### config.mk
export PLATFORM = sky130hd
export DESIGN_NAME = nand_ecc_geom
export DESIGN_NICKNAME = d
export VERILOG_FILES = /design/src/rtl/nand_ecc_geom_pkg.sv /design/src/rtl/geom_divider.sv /design/src/rtl/geom_datapath.sv /design/src/rtl/geom_control.sv /design/src/rtl/nand_ecc_geom.sv
export SDC_FILE = /design/constraint.sdc
export NUM_CORES = 1
export LEC_CHECK = 0
export ABC_AREA = 1
export ABC_CLOCK_PERIOD_IN_PS = 7170
export CELL_PAD_IN_SITES_DETAIL_PLACEMENT = 1
export CELL_PAD_IN_SITES_GLOBAL_PLACEMENT = 1
export CORE_MARGIN = 5
export CORE_UTILIZATION = 41
export CTS_CLUSTER_DIAMETER = 80
export DETAILED_ROUTE_END_ITERATION = 12
export HOLD_SLACK_MARGIN = 0.03
export PLACE_DENSITY = 0.75
export SYNTH_ARGS = -nofsm -noshare
export SYNTH_HDL_FRONTEND = slang
export SYNTH_SLANG_ARGS = --single-unit
### constraint.sdc
create_clock -name clk -period 7.17 [get_ports clk]
set_input_delay 1.434 -clock clk [delete_from_list [all_inputs] [get_ports clk]]
set_output_delay 1.434 -clock clk [all_outputs]
set_load 0.05 [all_outputs]
### src/rtl/nand_ecc_geom_pkg.sv
package nand_ecc_geom_pkg;
  typedef enum logic [2:0] {
    S_IDLE, S_PREP1, S_RUN1, S_PREP2, S_RUN2, S_FIN
  } geomState_t;

  typedef struct packed {
    logic latch;        // take inputs
    logic divGo;        // launch divider
    logic selSecond;    // operands of the marker division
    logic capStrength;  // store strength from first quotient
    logic capResult;    // publish all outputs
  } geomStrobes_t;
endpackage

### src/rtl/geom_divider.sv
module geom_divider #(
  parameter int W = 19
) (
  input  logic         clk,
  input  logic         rstN,
  input  logic         go,
  input  logic [W-1:0] num,
  input  logic [W-1:0] den,
  output logic [W-1:0] quo,
  output logic [W-1:0] rem,
  output logic         fin
);
  localparam int CNT_W = $clog2(W + 1);

  logic [W:0]       remR;
  logic [W-1:0]     quoR;
  logic [W-1:0]     denR;
  logic [CNT_W-1:0] cnt;
  logic             finR;
  logic [W:0]       shifted;
  logic             fits;

  assign shifted = {remR[W-1:0], quoR[W-1]};
  assign fits    = shifted >= {1'b0, denR};

  always_ff @(posedge clk or negedge rstN) begin
    if (!rstN) begin
      remR <= '0;
      quoR <= '0;
      denR <= '0;
      cnt  <= '0;
      finR <= 1'b0;
    end else begin
      finR <= 1'b0;
      if (go) begin
        remR <= '0;
        quoR <= num;
        denR <= den;
        cnt  <= CNT_W'(W);
      end else if (cnt != '0) begin
        cnt <= cnt - 1'b1;
        if (fits) begin
          remR <= shifted - {1'b0, denR};
          quoR <= {quoR[W-2:0], 1'b1};
        end else begin
          remR <= shifted;
          quoR <= {quoR[W-2:0], 1'b0};
        end
        if (cnt == CNT_W'(1)) finR <= 1'b1;
      end
    end
  end

  assign quo = quoR;
  assign rem = remR[W-1:0];
  assign fin = finR;


  rem_below_divisor_chk: assert property (@(posedge clk) disable iff (!rstN)
    fin && (denR != '0) |-> (rem < denR));

  fin_single_chk: assert property (@(posedge clk) disable iff (!rstN)
    fin |=> !fin);
endmodule

### src/rtl/geom_datapath.sv
module geom_datapath
  import nand_ecc_geom_pkg::*;
#(
  parameter int PAGE_W     = 16,
  parameter int SPARE_W    = 11,
  parameter int META_BYTES = 10,
  parameter int CAP_STD    = 40,
  parameter int CAP_EXT    = 62
) (
  input  logic               clk,
  input  logic               rstN,
  input  geomStrobes_t       ctl,
  input  logic [PAGE_W-1:0]  pageBytes,
  input  logic [SPARE_W-1:0] spareBytes,
  input  logic               extCap,
  output logic               errNow,
  output logic               divFin,
  output logic               err,
  output logic [10:0]        chunkBytes,
  output logic [3:0]         fieldOrder,
  output logic [PAGE_W-1:0]  chunkCount,
  output logic [5:0]         strength,
  output logic [PAGE_W-1:0]  markByte,
  output logic [2:0]         markBit
);
  localparam int DIV_W   = PAGE_W + 3;
  localparam int SMALL_C = 512;
  localparam int LARGE_C = 1024;

  logic [PAGE_W-1:0]  pageR;
  logic [SPARE_W-1:0] spareR;
  logic               extR;
  logic [5:0]         strR;

  logic               bigSpare;
  logic [3:0]         gfC;
  logic [10:0]        chunkC;
  logic [PAGE_W-1:0]  cntC;
  logic [DIV_W-1:0]   num1, den1, markBits, eccBits, chunkBits;
  logic [DIV_W-1:0]   divNum, divDen, quo, rem, evenQ, capQ, posC;

  assign bigSpare = spareR > SPARE_W'(SMALL_C);
  assign gfC      = bigSpare ? 4'd14 : 4'd13;
  assign chunkC   = bigSpare ? 11'(LARGE_C) : 11'(SMALL_C);
  assign cntC     = bigSpare ? (pageR >> 10) : (pageR >> 9);
  assign errNow   = (DIV_W'(spareR) > DIV_W'(chunkC)) || (cntC == '0);

  assign num1      = (spareR >= SPARE_W'(META_BYTES))
                     ? DIV_W'(spareR - SPARE_W'(META_BYTES)) << 3 : '0;
  assign den1      = DIV_W'(gfC) * DIV_W'(cntC);
  assign markBits  = (DIV_W'(pageR) << 3) - DIV_W'(META_BYTES * 8);
  assign eccBits   = DIV_W'(strR) * DIV_W'(gfC);
  assign chunkBits = (DIV_W'(chunkC) << 3) + eccBits;

  assign divNum = ctl.selSecond ? markBits  : num1;
  assign divDen = ctl.selSecond ? chunkBits : den1;

  geom_divider #(.W(DIV_W)) u_div (
    .clk(clk), .rstN(rstN), .go(ctl.divGo), .num(divNum), .den(divDen),
    .quo(quo), .rem(rem), .fin(divFin)
  );

  assign evenQ = {quo[DIV_W-1:1], 1'b0};
  assign capQ  = extR ? DIV_W'(CAP_EXT) : DIV_W'(CAP_STD);
  assign posC  = (rem > (DIV_W'(chunkC) << 3)) ? DIV_W'(1)
                                               : markBits - quo * eccBits;

  always_ff @(posedge clk or negedge rstN) begin
    if (!rstN) begin
      pageR <= '0; spareR <= '0; extR <= 1'b0; strR <= '0;
      err <= 1'b0; chunkBytes <= '0; fieldOrder <= '0; chunkCount <= '0;
      strength <= '0; markByte <= '0; markBit <= '0;
    end else begin
      if (ctl.latch) begin
        pageR  <= pageBytes;
        spareR <= spareBytes;
        extR   <= extCap;
        strR   <= '0;
      end
      if (ctl.capStrength)
        strR <= (evenQ < capQ) ? 6'(evenQ) : 6'(capQ);
      if (ctl.capResult) begin
        err        <= errNow;
        chunkBytes <= chunkC;
        fieldOrder <= gfC;
        chunkCount <= cntC;
        strength   <= errNow ? '0 : strR;
        markByte   <= errNow ? '0 : PAGE_W'(posC >> 3);
        markBit    <= errNow ? '0 : posC[2:0];
      end
    end
  end


  strength_even_chk: assert property (@(posedge clk) disable iff (!rstN)
    ctl.capResult |=> (strength[0] == 1'b0) && (strength <= 6'(CAP_EXT)));

  field_pair_chk: assert property (@(posedge clk) disable iff (!rstN)
    (fieldOrder == 4'd14) |-> (chunkBytes == 11'(LARGE_C)));
endmodule

### src/rtl/geom_control.sv
module geom_control
  import nand_ecc_geom_pkg::*;
(
  input  logic         clk,
  input  logic         rstN,
  input  logic         start,
  input  logic         errNow,
  input  logic         divFin,
  output geomStrobes_t ctl,
  output logic         busy,
  output logic         done
);
  geomState_t state, nextState;

  always_comb begin
    nextState = state;
    ctl = '0;
    unique case (state)
      S_IDLE:  if (start) begin ctl.latch = 1'b1; nextState = S_PREP1; end
      S_PREP1: if (errNow) nextState = S_FIN;
               else begin ctl.divGo = 1'b1; nextState = S_RUN1; end
      S_RUN1:  if (divFin) begin ctl.capStrength = 1'b1; nextState = S_PREP2; end
      S_PREP2: begin ctl.divGo = 1'b1; ctl.selSecond = 1'b1; nextState = S_RUN2; end
      S_RUN2:  begin ctl.selSecond = 1'b1; if (divFin) nextState = S_FIN; end
      S_FIN:   begin ctl.selSecond = 1'b1; ctl.capResult = 1'b1; nextState = S_IDLE; end
      default: nextState = S_IDLE;
    endcase
  end

  always_ff @(posedge clk or negedge rstN) begin
    if (!rstN) begin
      state <= S_IDLE;
      done  <= 1'b0;
    end else begin
      state <= nextState;
      done  <= (state == S_FIN);
    end
  end

  assign busy = (state != S_IDLE);


  done_pulse_chk: assert property (@(posedge clk) disable iff (!rstN)
    done |=> !done);

  done_idle_chk: assert property (@(posedge clk) disable iff (!rstN)
    done |-> !busy);

  busy_start_chk: assert property (@(posedge clk) disable iff (!rstN)
    busy && !done && start && (state != S_FIN) |=> busy);
endmodule

### src/rtl/nand_ecc_geom.sv
module nand_ecc_geom
  import nand_ecc_geom_pkg::*;
#(
  parameter int PAGE_W     = 16,
  parameter int SPARE_W    = 11,
  parameter int META_BYTES = 10,
  parameter int CAP_STD    = 40,
  parameter int CAP_EXT    = 62
) (
  input  logic               clk,
  input  logic               rstN,
  input  logic               start,
  input  logic [PAGE_W-1:0]  pageBytes,
  input  logic [SPARE_W-1:0] spareBytes,
  input  logic               extCap,
  output logic               busy,
  output logic               done,
  output logic               err,
  output logic [10:0]        chunkBytes,
  output logic [3:0]         fieldOrder,
  output logic [PAGE_W-1:0]  chunkCount,
  output logic [5:0]         strength,
  output logic [PAGE_W-1:0]  markByte,
  output logic [2:0]         markBit
);
  geomStrobes_t ctl;
  logic         errNow, divFin;

  geom_control u_ctrl (
    .clk(clk), .rstN(rstN), .start(start), .errNow(errNow), .divFin(divFin),
    .ctl(ctl), .busy(busy), .done(done)
  );

  geom_datapath #(
    .PAGE_W(PAGE_W), .SPARE_W(SPARE_W), .META_BYTES(META_BYTES),
    .CAP_STD(CAP_STD), .CAP_EXT(CAP_EXT)
  ) u_dp (
    .clk(clk), .rstN(rstN), .ctl(ctl), .pageBytes(pageBytes),
    .spareBytes(spareBytes), .extCap(extCap), .errNow(errNow), .divFin(divFin),
    .err(err), .chunkBytes(chunkBytes), .fieldOrder(fieldOrder),
    .chunkCount(chunkCount), .strength(strength), .markByte(markByte),
    .markBit(markBit)
  );
endmodule

==> run_results.csv <==
group,metric,value,unit
global_route,wire_length_of_the_first_global_routing_pass,63800,um
global_route,grt_max_degree,81,
synth,synthesis.yosys.warnings,0,
timing,finalHoldViolations,0,
run_status,status,"complete, but fails checks",
synth,synth-seq-area-share,25.90,%
timing,worst-slew-pin-transition,860.5,ps
synth,synth_edf_count,0,
setup_path,r2r_setup_slack,-20,ps
global_route,track_usage,23.82,%
timing,grt_setup_unrepaired,"true",
hold_path,timing.hold.worst.class,"flop to flop",
die,starting_utilization_of_the_core_area,41.27,%
final_layout,final_cell_area,15140,um2
drt,drt_wl_total,39820,um
timing,achievable-frequency,0.1391,GHz
timing,min_period_over_period,100.3,%
clock_tree,clk_pin_slew_worst_paths,70,ps
clock_tree,worstSkewPairLatency,450,ps
die,die_height,185.0,um
synth,library_cell_with_the_largest_summed_area_after_synthesis,"dfrtp_1",
placement,place.port_buffers,70,
final_layout,final.fill_count,3651,
synth,mappedNetlistArea,12560,um2
drt,drt.antenna.violating_nets,0,
die,io_pins,90,
timing,fin_hold_ws,483.4,ps
synth,post_synth_num_cell_types,60,
drt,wl_per_cell,19.14,um
synth,yosys_register_bits,130,
clock_tree,buffers_from_clock_root_to_sink_at_most,2,
timing,final_period_minus_worst_setup_slack,7190,ps
setup_path,regToRegEndpoint,"u_dp.markByte[12]",
drt,post_drt_via_cell_ratio,5.282,
final_layout,insertedDiodeCount,0,
global_route,grt_antenna_before_repair,1,
die,core_area,30430,um2
synth,netlist_instances,1545,
timing,setup_slack_of_the_critical_path_after_layout,-19.70,ps
global_route,first_global_vias,12000,
job,max_cap_viol_count,0,
drt,drt_iter0_markers,614,
drt,drc_errors,0,
die,dieWidth,185.0,um
die,floorplan.rows,64,
timing,final_max_slew_viol_count,0,
hold_path,worstHoldEndpoint,"u_dp.markByte[13]",
final_layout,design.final.nets,1913,
synth,yosys.area.top_type_share,25.90,%
timing,setup_tns_final,-30.35,ps
synth,post_synth.cell_area_avg,8.129,um2
setup_path,worst_path_max_delay_cell,"fa_1",
setup_path,reg2regPathDepth,35,
final_layout,syn_to_final_growth,20.57,%
setup_path,critPathRequiredTime,7560,ps
setup_path,worst_path_largest_cell_delay,580,ps
setup_path,crit_path_max_fanout,6,
synth,ys_async_sr_fraction,100.0,%
synth,synth_flop_cell,"dfrtp_1",
synth,synth_area_leaders,"dfrtp_1 26%, fa_1 17%, ha_1 10%",
setup_path,critPathLaunch,"u_dp.spareR[2]",
setup_path,reg2reg_from,"u_dp.spareR[2]",
setup_path,critPathLaunchType,"flop",
timing,relSlewSlack,42.29,%
placement,placed_cell_area,13940,um2
timing,final-setup-viol-count,2,
clock_tree,cts_root_buffer,"clkbuf_16",
clock_tree,cts_tree,"done",
placement,dpl.hpwl,30150,um
drt,vias,10990,
setup_path,crit_type,"flop to flop",
global_route,overflow,0,
die,design.die.area,34230,um2
hold_path,min_from,"u_dp.markByte[13]",
run_status,violations,"negative setup slack",
clock_tree,clock_sink_count,130,
timing,timing.clock.skew,15.52,ps
drt,drtPass1Iterations,5,
setup_path,end_kind,"flop",
setup_path,path_common_cell,"nand2_2",
setup_path,worstPathArrival,7580,ps
clock_tree,clock_tree.htree_level_count,4,
placement,finalWeightedCongestion,0.9525,
hold_path,hold-path-cell-count,2,
final_layout,final_layout_size_suffix_gt1_share,16.08,%
clock_tree,tritoncts.num_buffers,17,
-- area by class of cell --
class	instances	area [um2]	area share [%]
Clock buffer	22	484.2	3.198
Clock inverter	10	172.7	1.140
Tap cell	396	495.5	3.272
Sequential cell	130	3253	21.48
Multi-Input combinational cell	1108	8387	55.38
Timing Repair Buffer	148	1336	8.824
Inverter	267	1015	6.701
-- flip-flops by register name, summed over array words and instances (netlist names) --
name	cells
u_ctrl.state	3
u_dp.chunkCount	7
u_dp.u_div.fin	1
u_dp.u_div.remR	19
u_dp.u_div.denR	14
u_dp.markByte	16
u_dp.strR	5
u_dp.extR	1
u_dp.err	1
u_dp.spareR	11
u_dp.u_div.quo	19
u_dp.u_div.cnt	5
u_ctrl.done	1
u_dp.fieldOrder	3
u_dp.pageR	16
u_dp.strength	5
u_dp.markBit	3
-- Yosys cell counts (all sizes together), types with 11 or more instances --
cell type  number
nand2         306
inv           266
nor2          166
dfrtp         130
fa            109
ha            101
o21ai          99
a21oi          82
nand3          54
buf            41
xor2           33
o22ai          29
clkbuf         20
nor3           17
o221ai         14
xnor2          11
-- layout by cell type (no fill, tap or decap), types with 15 or more instances in the layout --
cell | synthesis | layout
nand2_1 | 293 | 270
inv_1 | 248 | 239
nor2_1 | 161 | 152
dfrtp_1 | 130 | 130
fa_1 | 109 | 99
ha_1 | 101 | 91
buf_4 | 26 | 72
clkdlybuf4s50_1 | 0 | 69
a21oi_1 | 81 | 68
o21ai_0 | 67 | 61
nand3_1 | 47 | 41
xor2_1 | 31 | 31
o21ai_1 | 29 | 31
o22ai_1 | 29 | 29
nand2_2 | 8 | 27
inv_2 | 16 | 24
conb_1 | 1 | 22
clkbuf_16 | 0 | 17
nor3_1 | 16 | 15
-- kinds of logic after synthesis --
group | after synthesis | share of synthesized area (%)
XOR/XNOR | 44 | 3.278
AO/OA/AOI/OAI | 262 | 12.83
AND/OR/NAND/NOR | 567 | 19.22
flip-flops | 130 | 25.90
buffers and inverters | 328 | 11.04
adder cells (fa/ha/maj) | 210 | 27.44
other | 1 | 0.02986
multiplexers | 3 | 0.2690
-- critical path: cells and delay by family (launching register included) --
| family | cells | cell delay, ps |
|---|---|---|
| AND/OR/NAND/NOR | 18 | 1750 |
| adder cells (fa/ha/maj) | 9 | 3950 |
| XOR/XNOR | 1 | 270 |
| buffers and inverters | 5 | 400 |
| flip-flops | 1 | 400 |
| AO/OA/AOI/OAI | 2 | 330 |
-- per-stage QoR --
stage	setup WS, ps	cells	util (%)
after CTS	-36.96	2074	48.74
after detailed placement	-318.4	2025	45.80
after global routing	-422.4	2081	49.77
final	-19.70	2081	49.77
after floorplan	9.107	1566	-
after global placement	-77.72	2025	45.80
-- how the worst max path moves through the flow --
stage / slack (ps) / end / depth (start not counted)
6_report: -20 / u_dp.markByte[12] / 35
5_1_grt: -420 / u_dp.markByte[12] / 34
4_1_cts: -40 / u_dp.markByte[15] / 36
3_5_place_dp: -320 / u_dp.markByte[14] / 35
3_3_place_gp: -80 / u_dp.markByte[15] / 34
2_1_floorplan: 9 / u_dp.markByte[15] / 38
-- what timing repair did --
item                                    in CTS  in global routing
gates resized for setup                     36                 66
buffers inserted                            17                  7
endpoints found under the setup margin       9                 10
pin swaps                                   26                 57
hold buffers                                 0                  0
-- routing by layer --
metal	GRT usage (%)	part of all wire, %	routed length (um)	vias up
li1	-	-	-	5143
met1	31.31	44	17460	5560
met2	41.00	50	19840	226
met3	4.104	4.4	1733	60
met4	6.078	1.9	776	2
met5	0	0.023	9	-
Power is not shown: default switching activity piles up to over one toggle a cycle in this logic, so the estimate is an artifact.
